### config.mk
export PLATFORM = sky130hd
export DESIGN_NAME = obc_da_fir
export DESIGN_NICKNAME = d
export VERILOG_FILES = /design/src/rtl/obc_da_pkg.sv /design/src/rtl/obc_da_taps.sv /design/src/rtl/obc_da_lut.sv /design/src/rtl/obc_da_csa_acc.sv /design/src/rtl/obc_da_fir.sv
export SDC_FILE = /design/constraint.sdc
export NUM_CORES = 1
export LEC_CHECK = 0
export BUFFER_PORTS_ARGS = -buffer_cell sky130_fd_sc_hd__buf_2
export CORE_ASPECT_RATIO = 0.5
export CORE_MARGIN = 1
export CORE_UTILIZATION = 47
export DETAILED_ROUTE_END_ITERATION = 10
export PLACE_DENSITY = 0.7
export SYNTH_ARGS = -nofsm -noshare
export SYNTH_HDL_FRONTEND = slang
export SYNTH_SLANG_ARGS = --single-unit
### constraint.sdc
create_clock -name clk -period 6.75 [get_ports clk]
set_input_delay 1.0125 -clock clk [delete_from_list [all_inputs] [get_ports clk]]
set_output_delay 1.0125 -clock clk [all_outputs]
set_load 0.01 [all_outputs]
### src/rtl/obc_da_pkg.sv
package obc_da_pkg;

    localparam int TAPS = 4;
    localparam int HALF_ENTRIES = 8;

    // Signed sum of the four coefficients, each taken as +c when its
    // address bit is 1 and -c when it is 0 (value carries one fraction bit,
    // i.e. it stands for half of itself).
    function automatic int da_entry(input int idx, input int c0, input int c1,
                                    input int c2, input int c3);
        int acc;
        acc = 0;
        acc += ((idx & 1) != 0) ? c0 : -c0;
        acc += ((idx & 2) != 0) ? c1 : -c1;
        acc += ((idx & 4) != 0) ? c2 : -c2;
        acc += ((idx & 8) != 0) ? c3 : -c3;
        return acc;
    endfunction

endpackage

### src/rtl/obc_da_taps.sv
module obc_da_taps #(
    parameter int DW = 8,
    localparam int IW = $clog2(DW),
    localparam int NT = obc_da_pkg::TAPS
) (
    input  logic          clk,
    input  logic          rst_n,
    input  logic          shift_en,
    input  logic [DW-1:0] sample,
    input  logic [IW-1:0] bit_sel,
    output logic [NT-1:0] slice
);

    typedef struct packed {
        logic [NT-1:0][DW-1:0] word;
    } taps_t;

    taps_t taps_d, taps_q;

    always_comb begin
        taps_d = taps_q;
        if (shift_en) begin
            taps_d.word[0] = sample;
            for (int k = 1; k < NT; k++) begin
                taps_d.word[k] = taps_q.word[k-1];
            end
        end
    end

    always_ff @(posedge clk or negedge rst_n) begin
        if (!rst_n) begin
            taps_q <= '0;
        end else begin
            taps_q <= taps_d;
        end
    end

    for (genvar k = 0; k < NT; k++) begin : g_slice
        assign slice[k] = taps_q.word[k][bit_sel];
    end

endmodule

### src/rtl/obc_da_lut.sv
module obc_da_lut #(
    parameter int CW = 10,
    parameter int COEF0 = 93,
    parameter int COEF1 = -211,
    parameter int COEF2 = 511,
    parameter int COEF3 = -512,
    localparam int TW = CW + 3,
    localparam int NE = obc_da_pkg::HALF_ENTRIES
) (
    input  logic          clk,
    input  logic          rst_n,
    input  logic          issue,
    input  logic [3:0]    addr,
    input  logic          first,
    input  logic          last,
    output logic          p_vld,
    output logic [TW-1:0] p_val,
    output logic          p_neg,
    output logic          p_first,
    output logic          p_last
);

    typedef struct packed {
        logic          vld;
        logic [TW-1:0] val;
        logic          neg;
        logic          first;
        logic          last;
    } pipe_t;

    logic [TW-1:0] rom [NE];

    for (genvar i = 0; i < NE; i++) begin : g_entry
        localparam int ENT = obc_da_pkg::da_entry(i, COEF0, COEF1, COEF2, COEF3);
        assign rom[i] = TW'(ENT);
    end

    pipe_t pipe_d, pipe_q;
    logic [2:0] lut_idx;

    always_comb begin
        // upper half of the address space is folded onto the lower half
        lut_idx = addr[3] ? ~addr[2:0] : addr[2:0];
        pipe_d.vld = issue;
        pipe_d.val = rom[lut_idx];
        // folded entry negated; sign bit slice subtracted
        pipe_d.neg = addr[3] ^ first;
        pipe_d.first = first;
        pipe_d.last = last;
    end

    always_ff @(posedge clk or negedge rst_n) begin
        if (!rst_n) begin
            pipe_q <= '0;
        end else begin
            pipe_q <= pipe_d;
        end
    end

    assign p_vld   = pipe_q.vld;
    assign p_val   = pipe_q.val;
    assign p_neg   = pipe_q.neg;
    assign p_first = pipe_q.first;
    assign p_last  = pipe_q.last;

endmodule

### src/rtl/obc_da_csa_acc.sv
module obc_da_csa_acc #(
    parameter int TW = 13,
    parameter int YW = 20,
    parameter int OFFSET = 0,
    localparam int AW = YW + 1
) (
    input  logic          clk,
    input  logic          rst_n,
    input  logic          p_vld,
    input  logic [TW-1:0] p_val,
    input  logic          p_neg,
    input  logic          p_first,
    input  logic          p_last,
    output logic          res_vld,
    output logic [YW-1:0] res_data
);

    localparam logic [AW-1:0] OFFV = AW'(OFFSET);

    typedef struct packed {
        logic [AW-1:0] s;
        logic [AW-1:0] c;
        logic          done;
        logic          ovld;
        logic [YW-1:0] odata;
    } acc_t;

    acc_t acc_d, acc_q;
    logic [AW-1:0] ext, z, sh_s, sh_c, total;
    logic unused_lsb;

    always_comb begin
        acc_d = acc_q;
        ext = {{(AW-TW){p_val[TW-1]}}, p_val};
        z = p_neg ? ~ext : ext;
        sh_s = p_first ? '0 : {acc_q.s[AW-2:0], 1'b0};
        sh_c = p_first ? '0 : {acc_q.c[AW-2:0], 1'b0};
        sh_c[0] = p_neg;                      // +1 completes the negation
        if (p_vld) begin
            acc_d.s = sh_s ^ sh_c ^ z;
            acc_d.c = {((sh_s[AW-2:0] & sh_c[AW-2:0]) |
                        (sh_s[AW-2:0] & z[AW-2:0])    |
                        (sh_c[AW-2:0] & z[AW-2:0])), 1'b0};
        end
        acc_d.done = p_vld & p_last;
        // carry-propagate merge with the constant correction
        total = acc_q.s + acc_q.c + OFFV;
        acc_d.ovld = acc_q.done;
        if (acc_q.done) begin
            acc_d.odata = total[AW-1:1];
        end
    end

    assign unused_lsb = total[0];

    always_ff @(posedge clk or negedge rst_n) begin
        if (!rst_n) begin
            acc_q <= '0;
        end else begin
            acc_q <= acc_d;
        end
    end

    assign res_vld  = acc_q.ovld;
    assign res_data = acc_q.odata;

endmodule

### src/rtl/obc_da_fir.sv
module obc_da_fir #(
    parameter int DW = 8,
    parameter int CW = 10,
    parameter int COEF0 = 93,
    parameter int COEF1 = -211,
    parameter int COEF2 = 511,
    parameter int COEF3 = -512,
    localparam int YW = DW + CW + 2,
    localparam int TW = CW + 3,
    localparam int IW = $clog2(DW),
    localparam int NT = obc_da_pkg::TAPS
) (
    input  logic          clk,
    input  logic          rst_n,
    input  logic          in_valid,
    input  logic [DW-1:0] in_data,
    output logic          in_ready,
    output logic          out_valid,
    output logic [YW-1:0] out_data
);

    localparam int OFFSET = -(COEF0 + COEF1 + COEF2 + COEF3);
    localparam logic [IW-1:0] TOP_BIT = IW'(DW - 1);

    typedef struct packed {
        logic          busy;
        logic [IW-1:0] cnt;
    } seq_t;

    seq_t seq_d, seq_q;
    logic accept;
    logic [NT-1:0] slice;
    logic p_vld, p_neg, p_first, p_last;
    logic [TW-1:0] p_val;

    always_comb begin
        seq_d = seq_q;
        accept = in_valid & ~seq_q.busy;
        if (accept) begin
            seq_d.busy = 1'b1;
            seq_d.cnt = TOP_BIT;
        end else if (seq_q.busy) begin
            if (seq_q.cnt == '0) begin
                seq_d.busy = 1'b0;
            end else begin
                seq_d.cnt = seq_q.cnt - 1'b1;
            end
        end
    end

    always_ff @(posedge clk or negedge rst_n) begin
        if (!rst_n) begin
            seq_q <= '0;
        end else begin
            seq_q <= seq_d;
        end
    end

    assign in_ready = ~seq_q.busy;

    obc_da_taps #(.DW(DW)) u_taps (
        .clk(clk), .rst_n(rst_n), .shift_en(accept), .sample(in_data),
        .bit_sel(seq_q.cnt), .slice(slice)
    );

    obc_da_lut #(
        .CW(CW), .COEF0(COEF0), .COEF1(COEF1), .COEF2(COEF2), .COEF3(COEF3)
    ) u_lut (
        .clk(clk), .rst_n(rst_n), .issue(seq_q.busy), .addr(slice),
        .first(seq_q.busy && seq_q.cnt == TOP_BIT),
        .last(seq_q.busy && seq_q.cnt == '0),
        .p_vld(p_vld), .p_val(p_val), .p_neg(p_neg),
        .p_first(p_first), .p_last(p_last)
    );

    obc_da_csa_acc #(.TW(TW), .YW(YW), .OFFSET(OFFSET)) u_acc (
        .clk(clk), .rst_n(rst_n), .p_vld(p_vld), .p_val(p_val), .p_neg(p_neg),
        .p_first(p_first), .p_last(p_last),
        .res_vld(out_valid), .res_data(out_data)
    );

endmodule

After elaboration in Yosys (flattened, before gate mapping). Memory sizes are Yosys's and may differ from the RTL's. A register that Yosys moved wholly into a read port is not among the register bits. Index checks and enable logic that the tools add are counted.

Bits in read-only memories: 104. Output and inout bits: 22. Input bits: 11. Bits in registers: 103. Logic and storage cells: 58. Memories: 1.

Mux-type cells: 16. Add/subtract/negate cells: 3. Reductions and logical operators: 6. Bitwise operators: 14. Magnitude comparators: 1. Equal/unequal tests: 2.

Memories: (name not given) (words 8, width 13, rd ports 1, clocked after Yosys merged registers in 1, write ports 0, line obc_da_lut.sv:45) `pipe_d.val = rom[lut_idx];`.

Operators by type and width (number): two-way mux 21 bit (3); AND 20 bit (3); XOR 21 bit (2); OR 20 bit (2); adder 21 bit (1); adder 21 x 7 -> 21 bit (second input constant) (1); inverter 21 bit (1); binary-select mux 1 bit (select 3 bit) (4); two-way mux 4 bit (2); two-way mux 3 bit (2); two-way mux 1 bit (5); < comparator 3 x 4 -> 1 bit (second input constant) (1); inverter 3 -> 4 bit (1); == test 3 bit (second input constant) (1); logical NOT 3 bit (1); inverter 3 bit (1); subtractor 3 x 1 -> 3 bit (second input constant) (1); AND 1 bit (2); logical AND 1 bit (2); inequality test 2 bit (second input constant) (1); AND reduction 2 bit (1); nonzero test 2 bit (1); logical NOT 1 bit (1); inverter 1 bit (1); XOR 1 bit (1).

Depth between registers and ports, before layout. Gate-level depths: netlist (run 1).

Depth after elaboration: 5. Gate-level depth with buffers: 11. Mapped depth without buffers: 11.

By module. From an unflattened synthesis (run 1), not the netlist that was laid out.

Cells, all modules: 616. Area, all modules: 6991.7 um^2.

By module, submodules not included: obc_da_csa_acc (area each 4595.7 um^2, sequential area each 1576.5 um^2, cells each 456, instances 1); obc_da_taps (area each 1450.1 um^2, sequential area each 800.8 um^2, cells each 82, instances 1); obc_da_lut (area each 641.9 um^2, sequential area each 375.4 um^2, cells each 50, instances 1); obc_da_fir (area each 304.0 um^2, sequential area each 100.1 um^2, cells each 28, instances 1).

Least setup slack after synthesis (run 1). OpenSTA, ideal clock, no wires.

Kind: register to register. Start: register u_acc.acc_q[23] (netlist bit). End: register u_acc.acc_q, in the netlist u_acc.res_data[16]. Setup time: 125 ps. Stages on the path, launching flop included: 12. Required time: 6625 ps. Path buffers: 0. Arrival: 2453 ps. Period minus slack after synthesis: 2578 ps. Path slack: 4172 ps. Cell sequence: dfrtp_1 -> inv_1 -> ha_1 -> inv_1 -> ha_1 -> fa_1 -> a21o_1 -> a221o_1 -> a31o_1 -> a31oi_1 -> xnor2_1 -> mux2_2.

Cells in the longest elaborated chain, start to end: 2.

Ends and longest elaborated chain: from (decl) (line obc_da_csa_acc.sv:28) `acc_t acc_d, acc_q;`; from (signal assigned) (line obc_da_csa_acc.sv:58) `acc_q <= '0;`; from (signal assigned) (line obc_da_csa_acc.sv:60) `acc_q <= acc_d;`; adder 21 bit (line obc_da_csa_acc.sv:47) `total = acc_q.s + acc_q.c + OFFV;`; adder 21 x 7 -> 21 bit (line obc_da_csa_acc.sv:47).

No other way between the ends. A chain may end at the register's enable or synchronous reset.

Worst setup path in the final report (run 1).
Start: register u_acc.acc_q[44] (netlist bit). End: register u_acc.acc_q, in the netlist u_acc.res_data[16].

The elaborated chain is that of the path after synthesis.

==> out/qor.log, run 1 <==
[timing] maximum clock frequency 359 MHz
[clock_tree] CTS HTree Levels 4
[logic_synthesis] most numerous cell in the Yosys netlist dfrtp_1
[drt] antenna violation net count after detailed routing 0
[worst_hold_path] hold crit path type register to register
[logic_synthesis] async set-reset flop share out of synthesis 100%
[floorplanning] number of cell rows 30
[drt] count of unresolved DRC violations after routing 0
[grt] largest net degree at the start of global routing 60
[grt] vias in the first global route 4160
[drt] number of violations reported at the end of detailed-routing iteration 0 214
[grt] initial antenna violation count 0
[finish] diode count 0
[timing] Clock Skew 0.0136 ns
[timing] setup repair after global routing missed its margin false
[clock_tree] clock tree from TritonCTS yes
[floorplanning] I/O pin count 33
[placed_design] post-detail-place hpwl 8020 µm
[worst_setup_path] data arrival time at the worst-slack endpoint 3.08 ns
[logic_synthesis] top cells by count, synth dfrtp_1 (114), inv_1 (55), ha_1 (48), mux2_2 (47), nand2b_1 (39)
[timing] measured slew at the worst slew-check pin 1.08 ns
[timing] final setup fails 0
[finish] fraction of final layout cells with drive strength greater than 1 21.7%
[timing] total negative setup slack 0 ns
[clock_tree] total clock sinks 114
[drt] number of vias per cell after detailed routing 5.16
[timing] max-slew headroom at the worst pin 28.0%
[clock_tree] number of hold buffers added after cts 0
[run] max-cap viol count 0
[timing] number of pins with negative max-slew slack in the final report 0
[timing] ratio of final minimum period to clock period 41.2%
[grt] Congestion Overflow GR 0
[clock_tree] TritonCTS Buffers 17
[placed_design] gpl congestion 0.806
[drt] Pre-antenna DRT Iters 4
[logic_synthesis] average cell area after synthesis 11.4 µm²
[floorplanning] chip width 171 µm
[floorplanning] Die Ht 86.6 µm
[finish] area grow syn2layout 12.2%
[drt] routed vias 4151
[logic_synthesis] register bit total from synthesis 114
[logic_synthesis] net count after synthesis 666
[placed_design] number of I/O port buffers 32
[worst_setup_path] startpoint class of the critical path register
[drt] routed length per instance 14.5 µm
[logic_synthesis] number of warning messages in the yosys log 0
[logic_synthesis] dominant synthesized flop cell dfrtp_1
[clock_tree] clock latency at the later pin of the worst-skew pair 0.42 ns
[worst_setup_path] crit end category register
[worst_setup_path] maximum fanout along the worst path 5
[drt] total detailed-routing wirelength 11600 µm
[logic_synthesis] number of distinct library cell variants in the gate-level netlist after synthesis 52
[logic_synthesis] leading area contributor after synthesis dfrtp_1
[clock_tree] buffer cell driving the clock tree root clkbuf_16
[logic_synthesis] cell area after synthesis 6720 µm²
[floorplanning] Core Area 13700 µm²
[logic_synthesis] post-synthesis cell count 588
[worst_setup_path] cell breakdown of the critical path inv_1 -> ha_1 -> inv_1 -> ha_1 -> fa_1 -> a21o_1 -> a221o_1 -> a31o_1 -> a31oi_1 -> xnor2_1 -> mux2_2
[placed_design] Setup WS pre-CTS 4.01 ns
[grt] global-route wire length before repair 20500 µm
[worst_setup_path] required time worst endpoint 7.04 ns
[logic_synthesis] Synth top area share 42.4%
[logic_synthesis] number of flops mapped to enable cells by yosys 0
[worst_setup_path] category of the most critical setup path register to register
[worst_setup_path] slowest stage delay, CP 0.41 ns
[clock_tree] largest buffer count on any clock path 2
[clock_tree] Resize count post-CTS 0
[grt] GRT Util Overall 18.0%
[floorplanning] initial standard-cell utilization of the core 48.9%
[logic_synthesis] synth top area cells dfrtp_1 (42%), ha_1 (8.9%), mux2_2 (7.9%)
[run_status] result of the run finished, final reports clean
[timing] crit path time final 2.78 ns
[timing] final hold violation count 0
[worst_setup_path] slowest stage cell, crit path fa_1
[clock_tree] Post CTS Setup Buffer Count 0
[finish] fin nets 678
[timing] post-layout worst setup margin 3.97 ns
[logic_synthesis] sequential share of the synthesized area 42.4%
[clock_tree] clk slew on worst S/H paths 0.06 ns
[floorplanning] Die Area 14800 µm²
==> through the flow <==
| stage | std cells | hold slack, ns | util (%) | instance area (µm²) |
|---|---|---|---|---|
| CTS | 805 | 0.447 | 54.9 | 7540 |
| finish | 805 | 0.447 | 54.9 | 7540 |
| floorplan | 588 | 0.352 | - | 6720 |
| global route | 805 | 0.465 | 54.9 | 7540 |
| detailed placement | 773 | 0.434 | 50.4 | 6920 |
| global placement | 773 | 0.437 | 50.4 | 6920 |
==> worst max-delay path: cells and delay by family (launching register included) <==
family / cells / cell delay [ns]
AO/OA/AOI/OAI: 4 / 0.98
XOR/XNOR: 1 / 0.08
adder cells (fa/ha/maj): 3 / 0.88
buffers and inverters: 2 / 0.11
flip-flops: 1 / 0.35
multiplexers: 1 / 0.26
==> sequential cells by signal (all words and copies together) (netlist names) <==
name / cells
u_lut.p_vld: 1
u_lut.p_last: 1
u_acc.acc_d: 1
seq_q: 4
u_lut.p_first: 1
u_taps.taps_q: 32
u_acc.res_data: 20
u_lut.p_val: 11
u_lut.p_neg: 1
u_acc.acc_q: 41
u_acc.res_vld: 1
==> per-layer routing <==
metal / GRT usage, % / up-vias / routed length (µm)
met5: 0 / - / 0
met4: 5.84 / 0 / 125
met3: 4.93 / 14 / 285
met2: 29.8 / 42 / 5660
met1: 23.2 / 2091 / 5570
li1: - / 2004 / -
==> worst paths after layout <==
| kind | cells past startpoint | slack, ns | end | startpoint |
|---|---|---|---|---|
| min in group asynchronous | 1 | 0.64 | u_taps.taps_q[8]$_DFFE_PN0P_ | rst_n |
| worst min-delay path | 1 | 0.45 | u_acc.acc_d[20]$_DFF_PN0_ | u_lut.p_last$_DFF_PN0_ |
| max in group asynchronous | 2 | 4.89 | u_acc.res_data[11]$_DFFE_PN0P_ | rst_n |
| worst min register to register | 1 | 0.45 | u_acc.acc_d[20]$_DFF_PN0_ | u_lut.p_last$_DFF_PN0_ |
| worst max-delay path | 11 | 3.97 | u_acc.res_data[16]$_DFFE_PN0P_ | u_acc.acc_q[44]$_DFFE_PN0P_ |
| worst max register to register | 11 | 3.97 | u_acc.res_data[16]$_DFFE_PN0P_ | u_acc.acc_q[44]$_DFFE_PN0P_ |
==> cells by family after synthesis <==
group | count (synthesis) | synth area share [%]
adders and majority gates | 67 | 14.6
DFF | 114 | 42.4
and+or+nand+nor | 111 | 8.84
xor gates and xnor gates | 34 | 4.43
muxes | 89 | 15.7
other | 1 | 0.0558
buffers and inverters | 98 | 6.61
AOI/OAI and AO/OA | 74 | 7.37
==> cells in the final DEF, fill, tap and decap left out, types with 2 or more instances in the layout <==
cell type / count
ha_1: 48
a211o_1: 2
nor3_1: 2
o21ai_0: 10
a21o_1: 6
nor2_1: 25
clkbuf_16: 17
mux4_2: 8
bufinv_16: 3
and3_1: 5
xnor2_1: 27
and2_1: 2
a21oi_1: 27
nand2b_1: 39
inv_6: 7
buf_2: 31
nand3_1: 8
and4_1: 2
clkinv_4: 2
o21a_1: 2
xor2_1: 7
a31oi_1: 4
inv_1: 55
dfrtp_1: 113
o211ai_1: 3
buf_4: 5
fa_1: 19
mux2i_1: 33
a21boi_0: 3
nor2b_1: 3
mux2_2: 47
a211oi_1: 3
or4b_1: 2
nand2_1: 17
o2111ai_1: 2
==> area by class of cell <==
cell class | count | area [µm²]
sequential | 114 | 2850
clock inverter | 15 | 193
timing repair buffer | 36 | 193
tap | 192 | 240
clock buffer | 17 | 425
multi-input combinational | 376 | 3430
fill | 1166 | 6200
inverter | 55 | 206
Power of run 1 is left out: the tool's default activity adds up to more than one toggle a clock period on the data nets, which glitch-free logic cannot reach.
==> inputs of run 2 (changes only) <==
ABC_AREA = 1   (was default)
clock period = 2.64 ns   (was 6.75 ns; I/O delays follow)
==> run 2 against run 1 <==
Effect of this change:
- area after synthesis rose by 0.63%
- non-clock buffer count rose by 5
- critical path type unchanged
- die area rose by 0.62%
- clock skew fell by 0.0036 ns
- largest cell class unchanged
==> out/qor.log, run 2 <==
[run_status] result of the run finished, final reports clean
[drt] routed length per instance 12.7 µm [-12%]
[placed_design] gpl congestion 0.841 [+4.3%]
[floorplanning] number of cell rows 30 [unchanged]
[timing] measured slew at the worst slew-check pin 0.803 ns [-0.278 ns]
[logic_synthesis] net count after synthesis 910 [+37%]
[logic_synthesis] main combinational cell family by area after synthesis simple AND/OR/NAND/NOR gates
[finish] register ranked first by flip-flop count u_acc.acc_q
[finish] diode count 0 [unchanged]
[worst_setup_path] library cell appearing most often on the critical path nand2_1
[floorplanning] chip width 172 µm [+0.31%]
[clock_tree] clock latency at the later pin of the worst-skew pair 0.41 ns [about the same]
[finish] commonest cells after routing, fill and taps aside nand2_1 (292), dfrtp_1 (114), o21ai_0 (86), inv_1 (78), ha_1 (48)
[timing] final hold violation count 0 [unchanged]
[logic_synthesis] simple-gate share of the synthesized area 22.0% [+13 points]
[logic_synthesis] async set-reset flop share out of synthesis 100% [unchanged]
[grt] GRT Util Overall 20.1% [+2.1 points]
[worst_setup_path] crit end category register
[finish] area grow syn2layout 11.7%
[drt] routed wl met2 5570 µm [-1.5%]
[timing] max-slew headroom at the worst pin 46.5% [+19 points]
[worst_setup_path] maximum fanout along the worst path 4 [-1]
[floorplanning] initial standard-cell utilization of the core 49.0% [about the same]
[drt] total detailed-routing wirelength 13300 µm [+14%]
[finish] fin nets 924 [+36%]
[worst_setup_path] length in cells of the worst reg-to-reg path 13 [+2]
[clock_tree] buffer cell driving the clock tree root clkbuf_16
[timing] number of pins with negative max-slew slack in the final report 0 [unchanged]
[floorplanning] Die Ht 86.8 µm [+0.31%]
[logic_synthesis] multiplexer share of the synthesized area 0% [-16 points]
[placed_design] Post-Place Cell Area 6980 µm² [+0.90%]
[logic_synthesis] post-synthesis compound-gate area fraction 9.23% [+1.9 points]
[worst_setup_path] category of the most critical setup path register to register
[logic_synthesis] post-synthesis cell count 832 [+41%]
[clock_tree] CTS HTree Levels 4 [unchanged]
[logic_synthesis] synth top area cells dfrtp_1 (42%), nand2_1 (16%), ha_1 (8.9%)
[logic_synthesis] top cells by count, synth nand2_1 (292), dfrtp_1 (114), o21ai_0 (86), inv_1 (78), ha_1 (48)
[clock_tree] TritonCTS Buffers 17 [unchanged]
[clock_tree] number of hold buffers added after cts 0 [unchanged]
[clock_tree] Resize count post-CTS 0 [unchanged]
[timing] final setup fails 0 [unchanged]
[drt] topmost layer with routed signal wires met4
[worst_setup_path] data arrival time at the worst-slack endpoint 2.49 ns [-0.59 ns]
[timing] total negative setup slack 0 ns [unchanged]
[drt] number of vias per cell after detailed routing 4.89 [-5.1%]
[drt] routed vias 5139 [+24%]
[timing] crit path time final 2.20 ns [-0.582 ns]
[grt] vias in the first global route 4836 [+16%]
[logic_synthesis] dominant synthesized flop cell dfrtp_1
[worst_setup_path] slowest stage delay, CP 0.43 ns [+0.02 ns]
[logic_synthesis] leading area contributor after synthesis dfrtp_1
[grt] largest net degree at the start of global routing 77 [+28%]
[drt] antenna violation net count after detailed routing 0 [unchanged]
[run] max-cap viol count 0 [unchanged]
[placed_design] number of I/O port buffers 32 [unchanged]
[logic_synthesis] most numerous cell in the Yosys netlist nand2_1
[drt] count of unresolved DRC violations after routing 0 [unchanged]
[logic_synthesis] number of warning messages in the yosys log 0 [unchanged]
[finish] filler instances 1325 [+14%]
[logic_synthesis] average cell area after synthesis 8.13 µm² [-29%]
[logic_synthesis] Synth top area share 42.2% [-0.27 points]
[timing] Clock Skew 0.00996 ns [-0.00363 ns]
[timing] setup repair after global routing missed its margin false
[timing] ratio of final minimum period to clock period 83.4% [+42 points]
[drt] Met1 Wirelength 6990 µm [+26%]
[clock_tree] clk slew on worst S/H paths 0.05 ns [about the same]
[grt] Congestion Overflow GR 0 [unchanged]
[floorplanning] Core Area 13800 µm² [+0.55%]
[worst_setup_path] required time worst endpoint 2.93 ns [-4.11 ns]
[timing] Hold WS 0.0781 ns [-0.369 ns]
[placed_design] post-detail-place hpwl 9450 µm [+18%]
[worst_setup_path] cell breakdown of the critical path inv_1 -> ha_1 -> inv_1 -> ha_1 -> fa_1 -> nand3_1 -> nand3_1 -> nand2_1 -> nand2_1 -> nand2_1 -> nand3b_1 -> nand3_1 -> nand2_1
[logic_synthesis] sequential share of the synthesized area 42.2% [-0.27 points]
[floorplanning] Die Area 14900 µm² [+0.62%]
[logic_synthesis] number of flops mapped to enable cells by yosys 0 [unchanged]
[finish] flip-flop count of the largest register after layout 41 [unchanged]
[drt] Pre-antenna DRT Iters 5 [+1]
[worst_setup_path] slowest stage cell, crit path fa_1
[grt] global-route wire length before repair 23000 µm [+12%]
[clock_tree] largest buffer count on any clock path 2 [unchanged]
[timing] maximum clock frequency 454 MHz [+26%]
[logic_synthesis] number of distinct library cell variants in the gate-level netlist after synthesis 33 [-37%]
[finish] FF/Latch Area 2850 µm² [about the same]
[floorplanning] I/O pin count 33 [unchanged]
[finish] utilization of the core after routing 54.7% [-0.16 points]
[logic_synthesis] register bit total from synthesis 114 [unchanged]
[worst_setup_path] startpoint class of the critical path register
[finish] fraction of final layout cells with drive strength greater than 1 8.74% [-13 points]
[clock_tree] Post CTS Setup Buffer Count 0 [unchanged]
[clock_tree] clock tree from TritonCTS yes
[finish] post-route standard cell area excluding fillers 7560 µm² [+0.25%]
[finish] total area of multi-input combinational cells 3330 µm² [-2.8%]
[drt] number of violations reported at the end of detailed-routing iteration 0 406 [+90%]
[worst_hold_path] hold crit path type input pin to asynchronous set/reset pin
[finish] most common cell after layout, fill and taps aside nand2_1
[logic_synthesis] cell area after synthesis 6770 µm² [+0.63%]
[clock_tree] total clock sinks 114 [unchanged]
[logic_synthesis] XOR/XNOR share of the synthesized area 3.50% [-0.93 points]
[drt] met3 wire len 572 µm [+100%]
[logic_synthesis] Synth Area in Adders 14.5% [-0.092 points]
[grt] initial antenna violation count 0 [unchanged]
run 2: cell count changes in the layout (fill, tap and decap cells not counted), moves of 9 or more:
cell and delta:
nand2_1 +275, o21ai_0 +76, mux2_2 -47, nand2b_1 -39
mux2i_1 -33, nand3_1 +25, inv_1 +23, nor2_1 +9
run 2: kinds of logic (layout without fill, tap and decap cells):
group,count (synthesis),count (layout)
compound gates,120,120
xor+xnor,27,27
fa+ha+maj,67,67
buf+inv,129,155
flops,114,114
other cells,1,1
simple gates,374,374
run 2: path summary, 6_finish.rpt:
kind	startpoint	to	slack, ns
max reg2reg	u_acc.acc_q[23]$_DFFE_PN0P_	u_acc.res_data[12]$_DFFE_PN0P_	0.44
min reg2reg	seq_q[3]$_DFF_PN0_	u_lut.p_vld$_DFF_PN0_	0.38
min in group clk	in_data[5]	u_taps.taps_q[5]$_DFFE_PN0P_	0.19
max	u_acc.acc_q[23]$_DFFE_PN0P_	u_acc.res_data[12]$_DFFE_PN0P_	0.44
min	rst_n	u_taps.taps_q[5]$_DFFE_PN0P_	0.08
max in group asynchronous	rst_n	u_acc.res_data[16]$_DFFE_PN0P_	1.86
run 2: layer usage:
layer	GRT usage, %	up-vias
li1	-	2640
met1	28.7	2376
met2	29.5	106
met3	4.98	17
met4	7.14	0
met5	0	-
run 2: critical path: cells and delay by family (launching register included):
kind,cells,cell delay [ns]
flops,1,0.35
buf+inv,2,0.10
fa+ha+maj,3,0.91
simple gates,8,0.73
run 2: stage by stage:
step / std cells / setup WS (ns)
2_1_floorplan: 832 / 0.409
3_3_place_gp: 1019 / 0.458
3_5_place_dp: 1019 / 0.446
4_1_cts: 1050 / 0.420
5_1_grt: 1050 / 0.223
6_report: 1050 / 0.438
run 2: area by class of cell:
cell class,instances,area share (%)
Sequential cell,114,37.7
Tap cell,192,3.18
Inverter,83,4.19
Clock buffer,26,6.60
Multi-Input combinational cell,589,44.1
Clock inverter,5,0.993
Timing Repair Buffer,41,3.21
Power of run 2 is left out for the same reason.
